[config.mk]
export PLATFORM = sky130hd
export DESIGN_NAME = bridge_cfg_space
export DESIGN_NICKNAME = d
export VERILOG_FILES = /design/src/rtl/cfgsp_pkg.sv /design/src/rtl/cfg_rst_sync.sv /design/src/rtl/cfg_byte_array.sv /design/src/rtl/cfg_bit_watch.sv /design/src/rtl/bridge_cfg_space.sv
export SDC_FILE = /design/constraint.sdc
export NUM_CORES = 2
export LEC_CHECK = 0
export ABC_AREA = 1
export BUFFER_PORTS_ARGS = -buffer_cell sky130_fd_sc_hd__buf_2
export CAP_MARGIN = 20
export CELL_PAD_IN_SITES_DETAIL_PLACEMENT = 1
export CELL_PAD_IN_SITES_GLOBAL_PLACEMENT = 2
export CORE_ASPECT_RATIO = 0.75
export CORE_MARGIN = 2
export CORE_UTILIZATION = 37
export CTS_CLUSTER_DIAMETER = 50
export DETAILED_ROUTE_END_ITERATION = 8
export MAX_ROUTING_LAYER = met4
export PLACE_DENSITY_LB_ADDON = 0.1
export SYNTH_ARGS = -nofsm -noshare
export SYNTH_HDL_FRONTEND = slang
export SYNTH_SLANG_ARGS = --single-unit
export TNS_END_PERCENT = 10
[constraint.sdc]
create_clock -name clk -period 59.5 [get_ports clk]
set_clock_uncertainty 0.2 [all_clocks]
set_input_delay 5.95 -clock clk [delete_from_list [all_inputs] [get_ports clk]]
set_output_delay 5.95 -clock clk [all_outputs]
set_load 0.005 [all_outputs]
[src/rtl/cfgsp_pkg.sv]
package cfgsp_pkg;

  localparam logic [7:0] CTL_DMA_OFF = 8'h40;
  localparam logic [7:0] CTL_ALT_OFF = 8'h4F;
  localparam int         CTL_BIT     = 6;

  // Header bytes that software may not alter
  function automatic logic is_locked(input logic [7:0] off);
    return (off <= 8'h03) || (off >= 8'h08 && off <= 8'h0B) || (off == 8'h0E);
  endfunction

  // Power-on content of one byte
  function automatic logic [7:0] reset_val(input logic [7:0] off,
                                            input logic [15:0] vend,
                                            input logic [15:0] dev,
                                            input logic [7:0]  rev);
    logic [7:0] v;
    case (off)
      8'h00: v = vend[7:0];
      8'h01: v = vend[15:8];
      8'h02: v = dev[7:0];
      8'h03: v = dev[15:8];
      8'h08: v = rev;
      8'h04, 8'h4E: v = 8'h07;
      8'h07: v = 8'h02;
      8'h40: v = 8'h20;
      8'h42: v = 8'h24;
      8'h45, 8'h4A: v = 8'h10;
      8'h46, 8'h4B, 8'hA8: v = 8'h0F;
      8'h48: v = 8'h01;
      8'h4C: v = 8'h56;
      8'h4D: v = 8'h40;
      8'h4F: v = 8'h4F;
      8'h60, 8'h61, 8'h62, 8'h63: v = 8'h80;
      8'h80: v = 8'h78;
      8'hA0: v = 8'h08;
      default: v = 8'h00;
    endcase
    return v;
  endfunction

endpackage

[src/rtl/cfg_rst_sync.sv]
module cfg_rst_sync (
  input  logic clk,
  input  logic rst_n,
  output logic rst_sync_n
);
  logic [1:0] stage_q;
  logic [1:0] stage_d;

  always_comb stage_d = {stage_q[0], 1'b1};

  always_ff @(posedge clk or negedge rst_n) begin
    if (!rst_n) stage_q <= 2'b00;
    else        stage_q <= stage_d;
  end

  assign rst_sync_n = stage_q[1];
endmodule

[src/rtl/cfg_byte_array.sv]
module cfg_byte_array #(
  parameter int          OFF_W   = 8,
  parameter int          DATA_W  = 8,
  parameter logic [15:0] VEND_ID = 16'h1D5C,
  parameter logic [15:0] DEV_ID  = 16'h0484,
  parameter logic [7:0]  REV_ID  = 8'h00
) (
  input  logic              clk,
  input  logic              rst_n,
  input  logic              wr_commit,
  input  logic [OFF_W-1:0]  off,
  input  logic [DATA_W-1:0] wr_data,
  output logic [DATA_W-1:0] cur_byte
);
  localparam int DEPTH = 1 << OFF_W;

  logic [DATA_W-1:0] mem_q [DEPTH];

  for (genvar g = 0; g < DEPTH; g++) begin : g_byte
    localparam logic [DATA_W-1:0] RST_V =
      DATA_W'(cfgsp_pkg::reset_val(8'(g), VEND_ID, DEV_ID, REV_ID));
    logic [DATA_W-1:0] q;
    logic [DATA_W-1:0] d;
    logic              hit;

    always_comb begin
      hit = wr_commit && (off == OFF_W'(g));
      d   = hit ? wr_data : q;
    end

    always_ff @(posedge clk or negedge rst_n) begin
      if (!rst_n) q <= RST_V;
      else        q <= d;
    end

    assign mem_q[g] = q;
  end

  // Pre-write content of the addressed byte: feeds reads and change detection
  assign cur_byte = mem_q[off];
endmodule

[src/rtl/cfg_bit_watch.sv]
module cfg_bit_watch #(
  parameter logic INVERT  = 1'b0,
  parameter logic RST_LVL = 1'b1
) (
  input  logic clk,
  input  logic rst_n,
  input  logic sel,
  input  logic new_bit,
  input  logic old_bit,
  output logic en
);
  logic en_q;
  logic en_d;
  logic flip;

  always_comb begin
    flip = sel && (new_bit ^ old_bit);
    en_d = flip ? (new_bit ^ INVERT) : en_q;
  end

  always_ff @(posedge clk or negedge rst_n) begin
    if (!rst_n) en_q <= RST_LVL;
    else        en_q <= en_d;
  end

  assign en = en_q;
endmodule

[src/rtl/bridge_cfg_space.sv]
module bridge_cfg_space #(
  parameter int          FN_W    = 3,
  parameter int          OFF_W   = 8,
  parameter int          DATA_W  = 8,
  parameter logic [15:0] VEND_ID = 16'h1D5C,
  parameter logic [15:0] DEV_ID  = 16'h0484,
  parameter logic [7:0]  REV_ID  = 8'h00
) (
  input  logic              clk,
  input  logic              rst_n,
  input  logic [FN_W-1:0]   fn_sel,
  input  logic [OFF_W-1:0]  reg_off,
  input  logic              wr_en,
  input  logic [DATA_W-1:0] wr_data,
  input  logic              rd_en,
  output logic [DATA_W-1:0] rd_data,
  output logic              dma_alias_en,
  output logic              alt_port_en
);
  localparam int CB = cfgsp_pkg::CTL_BIT;

  logic              rst_sync_n;
  logic              fn0;
  logic              wr_commit;
  logic [DATA_W-1:0] cur_byte;
  logic [DATA_W-1:0] rd_q;
  logic [DATA_W-1:0] rd_d;
  logic              sel_dma;
  logic              sel_alt;

  cfg_rst_sync u_rst (
    .clk        (clk),
    .rst_n      (rst_n),
    .rst_sync_n (rst_sync_n)
  );

  always_comb begin
    fn0       = (fn_sel == '0);
    wr_commit = wr_en && fn0 && !cfgsp_pkg::is_locked(8'(reg_off));
    sel_dma   = wr_commit && (reg_off == OFF_W'(cfgsp_pkg::CTL_DMA_OFF));
    sel_alt   = wr_commit && (reg_off == OFF_W'(cfgsp_pkg::CTL_ALT_OFF));
  end

  cfg_byte_array #(
    .OFF_W   (OFF_W),
    .DATA_W  (DATA_W),
    .VEND_ID (VEND_ID),
    .DEV_ID  (DEV_ID),
    .REV_ID  (REV_ID)
  ) u_arr (
    .clk       (clk),
    .rst_n     (rst_sync_n),
    .wr_commit (wr_commit),
    .off       (reg_off),
    .wr_data   (wr_data),
    .cur_byte  (cur_byte)
  );

  // Aliasing is on while the control bit is clear
  cfg_bit_watch #(.INVERT(1'b1), .RST_LVL(1'b1)) u_dma_watch (
    .clk     (clk),
    .rst_n   (rst_sync_n),
    .sel     (sel_dma),
    .new_bit (wr_data[CB]),
    .old_bit (cur_byte[CB]),
    .en      (dma_alias_en)
  );

  cfg_bit_watch #(.INVERT(1'b0), .RST_LVL(1'b1)) u_alt_watch (
    .clk     (clk),
    .rst_n   (rst_sync_n),
    .sel     (sel_alt),
    .new_bit (wr_data[CB]),
    .old_bit (cur_byte[CB]),
    .en      (alt_port_en)
  );

  // Read port: capture on strobe, otherwise hold
  always_comb begin
    rd_d = rd_q;
    if (rd_en) rd_d = fn0 ? cur_byte : '1;
  end

  always_ff @(posedge clk or negedge rst_sync_n) begin
    if (!rst_sync_n) rd_q <= '0;
    else             rd_q <= rd_d;
  end

  assign rd_data = rd_q;
endmodule

# Yosys cells after proc, flatten, opt, wreduce, memory -nomap -nowiden
# Cells that the tools add are included.
# classes
magnitude_cmp	4
eq_ne	255
mux	4
n_bitwise	3
n_reduce_logical	266
# ops
op	count
8-bit == test (second input constant)	128
8-bit by 7-bit == test with 1-bit output (second input constant)	64
1-bit logical AND	261
8-bit by 6-bit == test with 1-bit output (second input constant)	32
8-bit by 5-bit == test with 1-bit output (second input constant)	16
8-bit binary-select mux with 8-bit select	1
8-bit by 4-bit == test with 1-bit output (second input constant)	8
8-bit by 3-bit == test with 1-bit output (second input constant)	4
8-bit 2-to-1 mux	3
8-bit by 2-bit == test with 1-bit output (second input constant)	2
9-bit greater-or-equal comparator (second input constant)	1
8-bit NOT with 9-bit output	1
8-bit by 1-bit == test with 1-bit output (second input constant)	1
8-bit by 4-bit greater-or-equal comparator with 1-bit output (second input constant)	1
8-bit by 2-bit less-or-equal comparator with 1-bit output (second input constant)	1
8-bit by 4-bit less-or-equal comparator with 1-bit output (second input constant)	1
8-bit zero test	1
3-bit zero test	1
1-bit logical OR	2
1-bit zero test	1
1-bit NOT	1
1-bit XOR	1
# totals
register_bits	2060
input_bits	23
output_inout_bits	10
elab_cells	792

# Depth between registers and ports, before layout
# logic_depth
word_depth	8
ltp_mapped	21
mapped_depth_nobuf	19

# Hierarchy
# A second synthesis with hierarchy kept.
# unflattened
hier_cells	12703
hier_area_um2	95002.4
# by_module_without_submodules
module	instances	cells_per_inst	area_per_inst_um2	seq_area_each_um2
cfg_byte_array	1	12618	94386.8	51318.0
bridge_cfg_space	1	62	436.7	200.2
cfg_bit_watch	2	10	62.6	26.3
cfg_rst_sync	1	3	53.8	50.0

# Least setup slack after synthesis
# OpenSTA, ideal clock, no wires.
# synth_timing
path_kind	input to register
from	in reg_off[0]
to	reg rd_q[0], in the netlist rd_data[0]
setup_time_ns	0.117
arrival_ns	7.620
required_time_ns	59.183
slack_ns	51.564
cell_stages	14
n_path_buf	4
cell_sequence	buf_4 -> nand2_4 -> inv_2 -> buf_4 -> buf_2 -> buf_2 -> a22oi_1 -> a21oi_1 -> o31ai_1 -> o21ai_0 -> nor2_1 -> nand3_1 -> nor2_1 -> nor2_1
# synth_between
elab_chain_cells	5
# synth_lines
item	line	rtl
start: declaration	bridge_cfg_space.sv:12	input logic [OFF_W-1:0] reg_off,
8-bit NOT with 9-bit output (implied by the code)	cfg_byte_array.sv:40	assign cur_byte = mem_q[off];
8-bit binary-select mux with 8-bit select	cfg_byte_array.sv:40	
8-bit 2-to-1 mux (implied by the code) (2 in series)	cfg_byte_array.sv:40	
8-bit 2-to-1 mux	bridge_cfg_space.sv:81	if (rd_en) rd_d = fn0 ? cur_byte : '1;
end signal: assignment	bridge_cfg_space.sv:86	else rd_q <= rd_d;
end: declaration	bridge_cfg_space.sv:26	logic [DATA_W-1:0] rd_q;
# Every way passes these cells. The select of a mux whose other input is x is not followed.
# A chain may end at the register's enable or synchronous reset.

# Worst setup path after layout
# layout_timing
from	in reg_off[1]
to	reg rd_q[3], in the netlist rd_data[3]
# The elaborated chain is that of the path after synthesis.

==> reports/results.txt <==
Unrepaired setup endpoints after global routing -> no
Dpl ws -> 48.00 ns
Synth warn -> 0
Final Setup Violations -> 0
CP endpoint kind -> flop
Cts bufs inserted -> 232
Vias -> 71890
Largest net degree at the start of global routing -> 146
Die width -> 570.4 µm
ANT nets after route -> 0
CP max stage delay -> 0.82 ns
Clock Power Share -> 0.482
Status -> finished, final reports clean
# DRC -> 0
Drt wl/cell -> 26.37 µm
Sequential area share after synthesis -> 0.5799
Synth Instances -> 9885
RePlAce Congestion -> 0.8186
DP HPWL -> 198000 µm
Min Tclk post-route -> 10.77 ns
FFs w/ async S/R, synth -> 1.000
Simple-gate area share of the yosys netlist -> 0.1685
Detailed Routing Iterations Pass 1 -> 5
Post-synth EDFFs -> 0
Share of cells above drive strength 1 -> 0.07800
I/O pins -> 33
Clk sinks -> 2060
Final Max Tran Viols -> 0
Slew margin rel. -> 0.2024
WS Path Type -> in2reg
Reg-to-reg setup timing slack -> 54.03 ns
Element type at the critical path start -> primary input
Reg2Reg Capture Point -> u_arr.g_byte[20].q[5]
Row count -> 155
Pint -> 2.270 mW
R2R cell count -> 5
Vias per cell -> 5.640
Count of input and output buffers -> 32
Final Hold Violating Endpoints -> 0
Seq cells post-synth -> 2060
Required time of the critical path -> 60.12 ns
Multiplexer area fraction after synthesis -> 0
Clk Latency, worst-skew pair -> 0.90 ns
GRT Resource Usage Total -> 0.2813
Slowest cell on crit path -> buf_4
Worst Path Buf+Inv -> 6
DIE AREA -> 244600 µm²
Sw Ratio -> 0.2464
Initial DRC count -> 6378
Syn Nets -> 9908
Synth Area per Inst -> 9.005 µm²
Fin worst setup slack -> 48.73 ns
FMAX -> 92.83 MHz
Synth Area in Adders -> 0
Nets -> 9446
Max Root-Sink Buffers -> 4
Reg clk slew, reported paths -> 0.06 ns
Switching pwr -> 0.7420 mW
Critical path arrival -> 11.40 ns
Post-CTS Setup Bufs -> 0
Logic gate share of total power -> 0.046
Hold_sp -> u_rst.stage_q[0]
Starting Density -> 0.3732
CTS tree -> yes
Post-synth cell types -> 43
Worst R2R Start -> u_rst.stage_q[1]
Compound-Gate Fraction of Synth Area -> 0.2068
Cell Chain, Critical Path -> buf_4 > buf_4 > inv_4 > nor2_8 > buf_4 > buf_12 > buf_4 > a22oi_1 > nand2_1 > nand2_1 > nand2_1 > nor3_1 > o21ai_0 > nor2_1 > nand2_1 > nor2_1 > a21oi_1
Hold path depth -> 0
Number of global-route vias before repair -> 73920
Initial antenna violation count -> 7
Hold Path End -> u_rst.stage_q[1]
Chip height -> 428.8 µm
Crit path max-delay family -> buffers and inverters
Worst hold path class -> reg2reg
Hold_buf cts -> 0
Layout fillers -> 27090
Setup TNS -> 0 ns
Main combinational cell family by area after synthesis -> compound AO/OA/AOI/OAI gates
Post-synthesis xor/xnor area fraction -> 0
Layout Utilization -> 0.4118
Fin crit share -> 0.1811
Routed WL -> 336100 µm
Sequential share of power -> 0.472
Max Cap Violations -> 0
Leakage -> 44.79 nW
Top FF cell, synth -> dfrtp_1
Slew @ Worst Pin -> 1.188 ns
Post-cts sizing count -> 0
GR Overflow Total -> 0
Global-route wire length before repair -> 506000 µm
Core Region -> 238500 µm²
Most common cell after layout, fill and taps aside -> nand2_1
Most frequent cells in the layout -> nand2_1 (3448), o21ai_0 (2021), dfrtp_1 (2002)
Clk root buf -> clkbuf_16
Netlist Area Pre-Place -> 89020 µm²
Synth-to-layout area growth -> 10.36%
Deepest level of the CTS H-tree -> 4
Crit-path max FO -> 131
Peak VDD IR -> 22.33 µV
Power density cells -> 30.66 nW/µm²
## final cells by class
| type | count | area [µm²] | share of cell area |
|---|---|---|---|
| repair buffers | 178 | 1440 | 0.01466 |
| well taps | 3140 | 3929 | 0.03999 |
| multi-input cells | 6915 | 33500 | 0.3410 |
| flip-flops and latches | 2060 | 51620 | 0.5255 |
| diodes | 2 | 5.005 | 0.00005094 |
| clock inverters | 73 | 754.5 | 0.007680 |
| inverters | 36 | 212.7 | 0.002165 |
| clock buffers | 341 | 6779 | 0.06900 |
## registers in the layout (all words and copies together), names as in the netlist
signal          flops
rd_data             8
u_alt_watch.en      1
u_arr.g_byte.q   2048
u_dma_watch.en      1
u_rst.stage_q       2
## logic make-up (layout without fill, tap and decap cells)
kind of cell	Yosys count	after routing
AO/OA/AOI/OAI	3164	3164
buffers and inverters	910	628
flip-flops	2060	2060
other	1	3
AND/OR/NAND/NOR	3750	3750
## power groups by stage
| stage | combinational, mW | sequential, mW | clock [mW] |
|---|---|---|---|
| after floorplan | 0.0580 | 1.46 | 0 |
| after global placement | 0.140 | 1.44 | 0 |
| after detailed placement | 0.142 | 1.45 | 0 |
| after CTS | 0.142 | 1.42 | 1.48 |
| after global routing | 0.151 | 1.42 | 1.54 |
| final | 0.140 | 1.42 | 1.45 |
## worst max path at each step
| stage | start | end | slack (ns) | cells after the start |
|---|---|---|---|---|
| final | reg_off[1] | rd_data[3] | 48.73 | 17 |
| after global routing | reg_off[0] | rd_data[2] | 48.69 | 18 |
| after CTS | reg_off[1] | rd_data[3] | 48.97 | 17 |
| after detailed placement | reg_off[0] | rd_data[2] | 48.00 | 18 |
| after global placement | reg_off[0] | rd_data[2] | 48.01 | 18 |
| after floorplan | u_rst.stage_q[1] | rd_data[0] | 26.00 | 0 |
## metal layers
| layer | track usage | wire length, µm | up-vias |
|---|---|---|---|
| met1 | 0.4106 | 164800 | 37460 |
| li1 | - | - | 32510 |
| met4 | 0.06500 | 8090 | 0 |
| met3 | 0.03220 | 14170 | 420 |
| met5 | - | 0 | - |
| met2 | 0.4177 | 149000 | 1496 |
## worst reg2reg max path: stages, from the launching register on
cell	delay [ns]
dfrtp_4	0.95
buf_4	0.82
buf_12	0.73
buf_4	0.85
buf_4	0.89
buf_4	0.88
## synth_stat cells, drive strengths merged (5+ instances only)
cell / instances / area share
nor4: 5 / 0.0010
a22oi: 897 / 0.076
a21oi: 109 / 0.0061
buf: 378 / 0.022
dfstp: 57 / 0.017
nand3: 51 / 0.0029
o21ai: 2029 / 0.11
nand2: 3544 / 0.16
a22o: 5 / 0.00049
dfrtp: 2003 / 0.56
a21boi: 64 / 0.0054
nand4: 18 / 0.0013
nor2: 105 / 0.0056
inv: 35 / 0.0015
nor3: 26 / 0.0018
a41oi: 6 / 0.00059
o31ai: 39 / 0.0033
clkbuf: 496 / 0.021
## through the flow
stage / power, mW / hold slack (ns) / cells / area, µm²
final: 3.012 / 0.1501 / 12750 / 98240
after floorplan: 1.522 / 0.1311 / 9885 / 89020
after detailed placement: 1.588 / 0.1389 / 12330 / 90700
after CTS: 3.045 / 0.1517 / 12740 / 98240
after global routing: 3.110 / 0.1685 / 12740 / 98240
after global placement: 1.585 / 0.1360 / 12330 / 90670
No activity file was read; power rests on OpenSTA's default activity.
